[src/rtl/lzf_pkg.sv]
`timescale 1ns/1ps
// Package: shared widths, operation tags, condition codes and the flag
// nibble type of the lazy flag evaluator. Assumes 4-bit tag and condition fields.
package lzf_pkg;
    localparam int TAG_W  = 4;
    localparam int COND_W = 4;
    localparam int SEL_W  = TAG_W + COND_W;

    localparam logic [TAG_W-1:0] TAG_COPY  = 4'd0;
    localparam logic [TAG_W-1:0] TAG_ADD   = 4'd1;
    localparam logic [TAG_W-1:0] TAG_SUB   = 4'd2;
    localparam logic [TAG_W-1:0] TAG_ADC   = 4'd3;
    localparam logic [TAG_W-1:0] TAG_SBB   = 4'd4;
    localparam logic [TAG_W-1:0] TAG_LOGIC = 4'd5;
    localparam logic [TAG_W-1:0] TAG_MUL   = 4'd6;
    localparam logic [TAG_W-1:0] TAG_MULL  = 4'd7;
    localparam logic [TAG_W-1:0] TAG_LAST  = TAG_MULL;

    localparam logic [COND_W-1:0] CC_ALWAYS = 4'd14;
    localparam logic [COND_W-1:0] CC_NEVER  = 4'd15;

    typedef struct packed {
        logic n;
        logic z;
        logic c;
        logic v;
    } nzcv_t;

    typedef struct packed {
        nzcv_t flags;
        logic  hit;
        logic  bad;
    } result_t;
endpackage

[src/rtl/lzf_flag_calc.sv]
`timescale 1ns/1ps
// Module: lzf_flag_calc
// Rebuilds N, Z, C and V from an operation tag and three record words.
// One shared adder serves add, add-with-carry, subtract and subtract-with-borrow.
// Subtraction is done as dep1 + ~dep2 + carry, so the carry out is "no borrow".
// Assumes DATA_W >= 4. Purely combinational.
module lzf_flag_calc
    import lzf_pkg::*;
#(
    parameter int DATA_W = 32
) (
    input  logic [TAG_W-1:0]  tag,
    input  logic [DATA_W-1:0] dep1,
    input  logic [DATA_W-1:0] dep2,
    input  logic [DATA_W-1:0] dep3,
    output nzcv_t             flags,
    output logic              tag_bad
);
    localparam int MSB = DATA_W - 1;

    logic              is_sub;
    logic              cin_eff;
    logic [DATA_W-1:0] b_eff;
    logic [DATA_W:0]   sum;
    logic              add_ovf;
    logic              d1_zero;
    logic              d2_zero;
    logic [DATA_W-3:0] unused_dep3_hi;

    assign unused_dep3_hi = dep3[DATA_W-1:2];

    // Operand conditioning: invert the right operand for subtracts, pick carry-in.
    always_comb begin
        is_sub = (tag == TAG_SUB) || (tag == TAG_SBB);
        b_eff  = is_sub ? ~dep2 : dep2;
        case (tag)
            TAG_SUB:          cin_eff = 1'b1;
            TAG_ADC, TAG_SBB: cin_eff = dep3[0];
            default:          cin_eff = 1'b0;
        endcase
    end

    // Shared wide adder with signed-overflow detection.
    always_comb begin
        sum     = {1'b0, dep1} + {1'b0, b_eff} + {{DATA_W{1'b0}}, cin_eff};
        add_ovf = (dep1[MSB] == b_eff[MSB]) && (sum[MSB] != dep1[MSB]);
        d1_zero = ~|dep1;
        d2_zero = ~|dep2;
    end

    // Per-tag flag selection.
    always_comb begin
        flags   = '0;
        tag_bad = 1'b0;
        case (tag)
            TAG_COPY: begin
                flags = dep1[MSB -: 4];
            end
            TAG_ADD, TAG_SUB, TAG_ADC, TAG_SBB: begin
                flags.n = sum[MSB];
                flags.z = ~|sum[MSB:0];
                flags.c = sum[DATA_W];
                flags.v = add_ovf;
            end
            TAG_LOGIC: begin
                flags.n = dep1[MSB];
                flags.z = d1_zero;
                flags.c = dep2[0];
                flags.v = dep3[0];
            end
            TAG_MUL: begin
                flags.n = dep1[MSB];
                flags.z = d1_zero;
                flags.c = dep3[1];
                flags.v = dep3[0];
            end
            TAG_MULL: begin
                flags.n = dep2[MSB];
                flags.z = d1_zero && d2_zero;
                flags.c = dep3[1];
                flags.v = dep3[0];
            end
            default: begin
                tag_bad = 1'b1;
            end
        endcase
    end
endmodule

[src/rtl/lzf_cond_eval.sv]
`timescale 1ns/1ps
// Module: lzf_cond_eval
// Tests a 4-bit condition code against a flag nibble. Codes come in pairs:
// bits 3:1 pick a base test, and bit 0 inverts it. The pair 14/15 has a base of
// constant one, so 14 is always true and 15 never. Purely combinational.
module lzf_cond_eval
    import lzf_pkg::*;
(
    input  logic [COND_W-1:0] cond,
    input  nzcv_t             flags,
    output logic              hit
);
    logic base;

    // Base test for each condition pair.
    always_comb begin
        case (cond[3:1])
            3'd0:    base = flags.z;
            3'd1:    base = flags.c;
            3'd2:    base = flags.n;
            3'd3:    base = flags.v;
            3'd4:    base = flags.c && !flags.z;
            3'd5:    base = (flags.n == flags.v);
            3'd6:    base = !flags.z && (flags.n == flags.v);
            default: base = 1'b1;
        endcase
    end

    // Odd codes take the complement of the base test.
    always_comb hit = base ^ cond[0];
endmodule

[src/rtl/lzf_out_stage.sv]
`timescale 1ns/1ps
// Module: lzf_out_stage
// Output stage. With REG_OUT = 1 it registers the result on each request and
// holds it between requests. With REG_OUT = 0 it passes the result straight
// through. Synchronous active-low reset clears the register.
module lzf_out_stage
    import lzf_pkg::*;
#(
    parameter bit REG_OUT = 1'b1
) (
    input  logic    clk,
    input  logic    rst_n,
    input  logic    in_valid,
    input  result_t d,
    output logic    out_valid,
    output result_t q
);
    if (REG_OUT) begin : g_reg
        result_t q_r;
        logic    vld_r;

        // Capture the result on a request; otherwise hold it.
        always_ff @(posedge clk) begin
            if (!rst_n) begin
                q_r   <= '0;
                vld_r <= 1'b0;
            end else begin
                vld_r <= in_valid;
                if (in_valid) q_r <= d;
            end
        end

        assign q         = q_r;
        assign out_valid = vld_r;

        assert_one_pulse_R11: assert property (@(posedge clk) disable iff (!rst_n)
            in_valid |=> out_valid);
        assert_no_spurious_R11: assert property (@(posedge clk) disable iff (!rst_n)
            !in_valid |=> !out_valid && $stable(q));
    end else begin : g_comb
        logic unused_clk_rst;
        assign unused_clk_rst = clk ^ rst_n;
        assign q              = d;
        assign out_valid      = in_valid;
    end
endmodule

[src/rtl/lzf_flag_eval.sv]
`timescale 1ns/1ps
// Module: lzf_flag_eval (top)
// Lazy condition-flag evaluator. It splits sel_in into the condition code
// (bits 7:4) and the operation tag (bits 3:0), rebuilds the flags from the
// record words and tests the condition. The result goes out through a
// registered or pass-through stage. Assumes DATA_W >= 4.
module lzf_flag_eval
    import lzf_pkg::*;
#(
    parameter int DATA_W  = 32,
    parameter bit REG_OUT = 1'b1
) (
    input  logic              clk,
    input  logic              rst_n,
    input  logic              in_valid,
    input  logic [SEL_W-1:0]  sel_in,
    input  logic [DATA_W-1:0] dep1,
    input  logic [DATA_W-1:0] dep2,
    input  logic [DATA_W-1:0] dep3,
    output logic              out_valid,
    output logic [DATA_W-1:0] flags_word,
    output logic              cond_true,
    output logic              op_bad
);
    localparam int MSB = DATA_W - 1;

    logic [TAG_W-1:0]  tag;
    logic [COND_W-1:0] cond;
    nzcv_t             flags;
    logic              tag_bad;
    logic              hit;
    result_t           res_d;
    result_t           res_q;

    // Field split of the packed select input.
    assign tag  = sel_in[TAG_W-1:0];
    assign cond = sel_in[SEL_W-1:TAG_W];

    lzf_flag_calc #(.DATA_W(DATA_W)) u_calc (
        .tag     (tag),
        .dep1    (dep1),
        .dep2    (dep2),
        .dep3    (dep3),
        .flags   (flags),
        .tag_bad (tag_bad)
    );

    lzf_cond_eval u_cond (
        .cond  (cond),
        .flags (flags),
        .hit   (hit)
    );

    assign res_d = '{flags: flags, hit: hit, bad: tag_bad};

    lzf_out_stage #(.REG_OUT(REG_OUT)) u_out (
        .clk       (clk),
        .rst_n     (rst_n),
        .in_valid  (in_valid),
        .d         (res_d),
        .out_valid (out_valid),
        .q         (res_q)
    );

    // Flag nibble placed in the top bits, low bits tied to zero.
    assign flags_word = {res_q.flags, {(DATA_W-4){1'b0}}};
    assign cond_true  = res_q.hit;
    assign op_bad     = res_q.bad;

    if (REG_OUT) begin : g_chk
        assert_copy_pass_R2: assert property (@(posedge clk) disable iff (!rst_n)
            in_valid && tag == TAG_COPY |=> flags_word[MSB -: 4] == $past(dep1[MSB -: 4]));
        assert_logic_cv_R5: assert property (@(posedge clk) disable iff (!rst_n)
            in_valid && tag == TAG_LOGIC |=>
                flags_word[MSB-2] == $past(dep2[0]) && flags_word[MSB-3] == $past(dep3[0]));
        assert_mul_keep_R6: assert property (@(posedge clk) disable iff (!rst_n)
            in_valid && (tag == TAG_MUL || tag == TAG_MULL) |=>
                flags_word[MSB-2 -: 2] == $past(dep3[1:0]));
        assert_mull_sign_R7: assert property (@(posedge clk) disable iff (!rst_n)
            in_valid && tag == TAG_MULL |=> flags_word[MSB] == $past(dep2[MSB]));
        assert_bad_tag_R8: assert property (@(posedge clk) disable iff (!rst_n)
            in_valid |=> op_bad == ($past(tag) > TAG_LAST));
        assert_bad_zero_R8: assert property (@(posedge clk) disable iff (!rst_n)
            op_bad |-> flags_word[MSB -: 4] == 4'b0000);
        assert_always_R9: assert property (@(posedge clk) disable iff (!rst_n)
            in_valid && cond == CC_ALWAYS |=> cond_true);
        assert_never_R9: assert property (@(posedge clk) disable iff (!rst_n)
            in_valid && cond == CC_NEVER |=> !cond_true);
    end
endmodule

[config.mk]
export PLATFORM = sky130hd
export DESIGN_NAME = lzf_flag_eval
export DESIGN_NICKNAME = d
export VERILOG_FILES = /design/src/rtl/lzf_pkg.sv /design/src/rtl/lzf_flag_calc.sv /design/src/rtl/lzf_cond_eval.sv /design/src/rtl/lzf_out_stage.sv /design/src/rtl/lzf_flag_eval.sv
export SDC_FILE = /design/constraint.sdc
export NUM_CORES = 1
export LEC_CHECK = 0
export BUFFER_PORTS_ARGS = -buffer_cell sky130_fd_sc_hd__buf_2
export CAP_MARGIN = 20
export CORE_MARGIN = 4
export CORE_UTILIZATION = 40
export CTS_CLUSTER_DIAMETER = 30
export DETAILED_ROUTE_END_ITERATION = 12
export PLACE_DENSITY = 0.66
export SLEW_MARGIN = 15
export SYNTH_ARGS = -nofsm -noshare
export SYNTH_HDL_FRONTEND = slang
export SYNTH_SLANG_ARGS = --single-unit
[constraint.sdc]
create_clock -name clk -period 14.8 [get_ports clk]
set_input_delay 2.96 -clock clk [delete_from_list [all_inputs] [get_ports clk]]
set_output_delay 2.96 -clock clk [all_outputs]
set_load 0.05 [all_outputs]
==> impl_metrics.csv <==
group,metric,value,unit
pwr,ir_drop,0.0000545,V
floorplan,initial_utilization,41.7,%
routing,drt-total-wl,11300,um
global_routing,antenna_found_initial,0,
clock_tree,clkSlewWorstSetupHoldPaths,0.04,ns
floorplan,coreArea,0.00830,mm^2
run,max-cap-violations,0,
setup_path,required,14.88,ns
floorplan,ios,142,
cells_and_area,fillers,871,
clock_tree,cts_tree,"yes",
place,place_ws,6.18,ns
cells_and_area,multi_input_area,0.00307,mm^2
logic_synthesis,synthDistinctLibCells,68,
logic_synthesis,synth_seq_area_share,4.05,%
logic_synthesis,netlist_area,0.00346,mm^2
floorplan,die_x,101,um
place,gp_congestion,0.924,
sta,hold_viol,0,
logic_synthesis,syn_area_per_cell,6.84,um^2
sta,tns,0,ns
logic_synthesis,ys.flop_type,"dfxtp_1",
sta,relSlewSlack,52.0,%
routing,first_iter_violations,229,
global_routing,grt_pass1_wl,17700,um
logic_synthesis,syn_inst,506,
routing,post_drt_wl_per_cell,16.8,um
clock_tree,hold_buffers,0,
setup_path,end_kind,"flip-flop",
cells_and_area,drive_gt1_share,16.8,%
logic_synthesis,ys_seq_elements,7,
sta,drv_slew,0,
cells_and_area,seqCellArea,140,um^2
pwr,comb_power_share,81.0,%
setup_path,path_cells,"buf_2, nor2b_1, o21ai_4, buf_4, xnor2_1, fa_1, inv_1, fa_1, nand2b_1, a221o_1, or4_1, nor4_1, nand4_1, or4_1, nor4_2, nand4_1, o41ai_4, and4b_1, a2111oi_2",
pwr,p_leak,0.00172,uW
clock_tree,ctsHtreeMaxLevel,1,
place,place_hpwl,9500,um
pwr,swShare,55.2,%
clock_tree,clock_latency,0.22,ns
pwr,power_density,63.4,mW/mm^2
sta,tightestPinTransition,0.718,ns
clock_tree,cts_resized,0,
sta,worst_slack,6.46,ns
pwr,intPower,110,uW
pwr,switching_power,136,uW
place,numPortBuffers,83,
sta,min_period_over_period,56.4,%
setup_path,critPathTopFamily,"simple AND/OR/NAND/NOR gates",
sta,setup_violations,0,
clock_tree,clockBufferDepth,2,
cells_and_area,antenna_cells,0,
setup_path,cp_max_fo,17,
cells_and_area,area_delta_synth_final,12.0,%
global_routing,grt.total_usage,21.1,%
routing,drt-pass1-iter-count,4,
routing,viasPerCell,5.90,
hold_path,hold_class,"flip-flop to flip-flop",
setup_path,crit_type,"primary input to flip-flop",
sta,fin_crit,8.34,ns
setup_path,critPathLaunchType,"primary input",
routing,vias,3985,
routing,detail-route-antenna-nets,0,
sta,max_freq,0.120,GHz
outcome,status,"completed",
global_routing,grt_pass1_vias,3597,
clock_tree,cts-root-buf,"clkbuf_8",
sta,skew,0,ns
floorplan,rows,33,
cells_and_area,fin_nets,711,
pwr,seqPwrFrac,8.4,%
routing,drc,0,
cells_and_area,final_util,46.7,%
sta,grt_setup_unrepaired,"false",
global_routing,grt_max_degree,18,
sta,final.hold.worst_slack,0.471,ns
global_routing,overflow,0,
logic_synthesis,yosysWarnings,0,
clock_tree,numClockSinks,7,
floorplan,die-area,0.0102,mm^2
setup_path,cp.arrival,8.42,ns
logic_synthesis,synth_edf_count,0,
pwr,power,246,uW
pwr,p_clk_share,10.6,%
setup_path,crit_path_max_incr_delay,0.60,ns
clock_tree,cts_buffers,3,
clock_tree,cts_setup_buffers,0,
setup_path,worst_path_max_delay_cell,"o21ai_4",
setup_path,worstPathBufferInverterCount,3,
floorplan,fp.dieH,101,um
logic_synthesis,async_reset_ff_share,0,%
[area by class of cell]
cell class	count	area share, %
multi-input combinational	457	79.2
timing repair buffer	84	10.9
clock buffer	4	1.16
inverter	18	1.74
sequential	7	3.62
tap	105	3.39
[logic make-up (layout without fill, tap and decap cells)]
kind of cell / after synthesis / in the layout / share of synthesized area [%]
compound gates: 155 / 155 / 29.9
xor+xnor: 52 / 52 / 13.2
fa+ha+maj: 33 / 33 / 12.4
buf+inv: 69 / 106 / 10.6
flops: 7 / 7 / 4.05
mux: 6 / 6 / 1.74
other cells: 1 / 28 / 0.108
simple gates: 183 / 183 / 28.1
[stage by stage]
step                std cells  instance area, um^2
global route              675                 3870
finish                    675                 3870
CTS                       675                 3870
detailed placement        671                 3830
floorplan                 533                 3560
global placement          671                 3830
[layer usage]
| metal | vias to the layer above | global-route usage (%) | share of wire, % |
|---|---|---|---|
| met5 | - | 0 | 0 |
| met1 | 1853 | 30.9 | 47 |
| met4 | 0 | 3.27 | 0.94 |
| met3 | 10 | 1.25 | 6.5 |
| li1 | 1965 | - | - |
| met2 | 157 | 34.6 | 45 |
[flip-flops by register name (all words and copies together) (netlist names)]
| name | cells |
|---|---|
| u_out.out_valid | 1 |
| u_out.q | 6 |
[cells in the final DEF, fill, tap and decap left out, drive strengths merged, types with 4 or more instances in the layout]
cell type	instances
nor2b	10
nand2	42
conb	28
mux2i	6
and4	4
o21ai	37
o211a	4
nand4	11
a21oi	46
ha	31
a21o	9
o211ai	7
o2111ai	4
a221oi	4
buf	84
xor2	7
nor4	22
inv	18
clkbuf	4
and3	6
a31oi	7
dfxtp	7
nand3	12
and2	6
nor3	10
nor2	34
nand2b	6
xnor2	45
[cells in the mapped netlist, types with 9 or more instances]
cell      number  share of area, %
nor2b_1       10               1.8
clkbuf_1      22               2.4
o21ai_0       33               4.8
nor4_1        21               3.8
a21oi_1       45               6.5
nor3_1        10               1.4
xnor2_1       45                11
a21o_1         9               2.0
nor2_1        34               3.7
buf_4         28               6.1
nand2_1       42               4.6
nand3_1       12               1.7
nand4_1       11               2.0
inv_1         17               1.8
ha_1          31                11
[power by group through the flow]
stage / registers, uW / logic [uW] / clock network, uW
floorplan: 25.2 / 146 / 0
global placement: 20.9 / 193 / 0
detailed placement: 20.9 / 195 / 0
CTS: 20.7 / 196 / 26.8
global route: 20.8 / 217 / 28.3
finish: 20.6 / 199 / 26.1
[worst paths after layout]
kind,startpoint,endpoint,slack (ns),cells past startpoint
worst min-delay path,u_out.q[2],u_out.q[2],0.47,1
worst max register to register,u_out.q[1],u_out.q[1],13.93,2
worst min register to register,u_out.q[2],u_out.q[2],0.47,1
worst max-delay path,sel_in[1],u_out.q[1],6.46,19
Power figures use the tool's default switching activity.
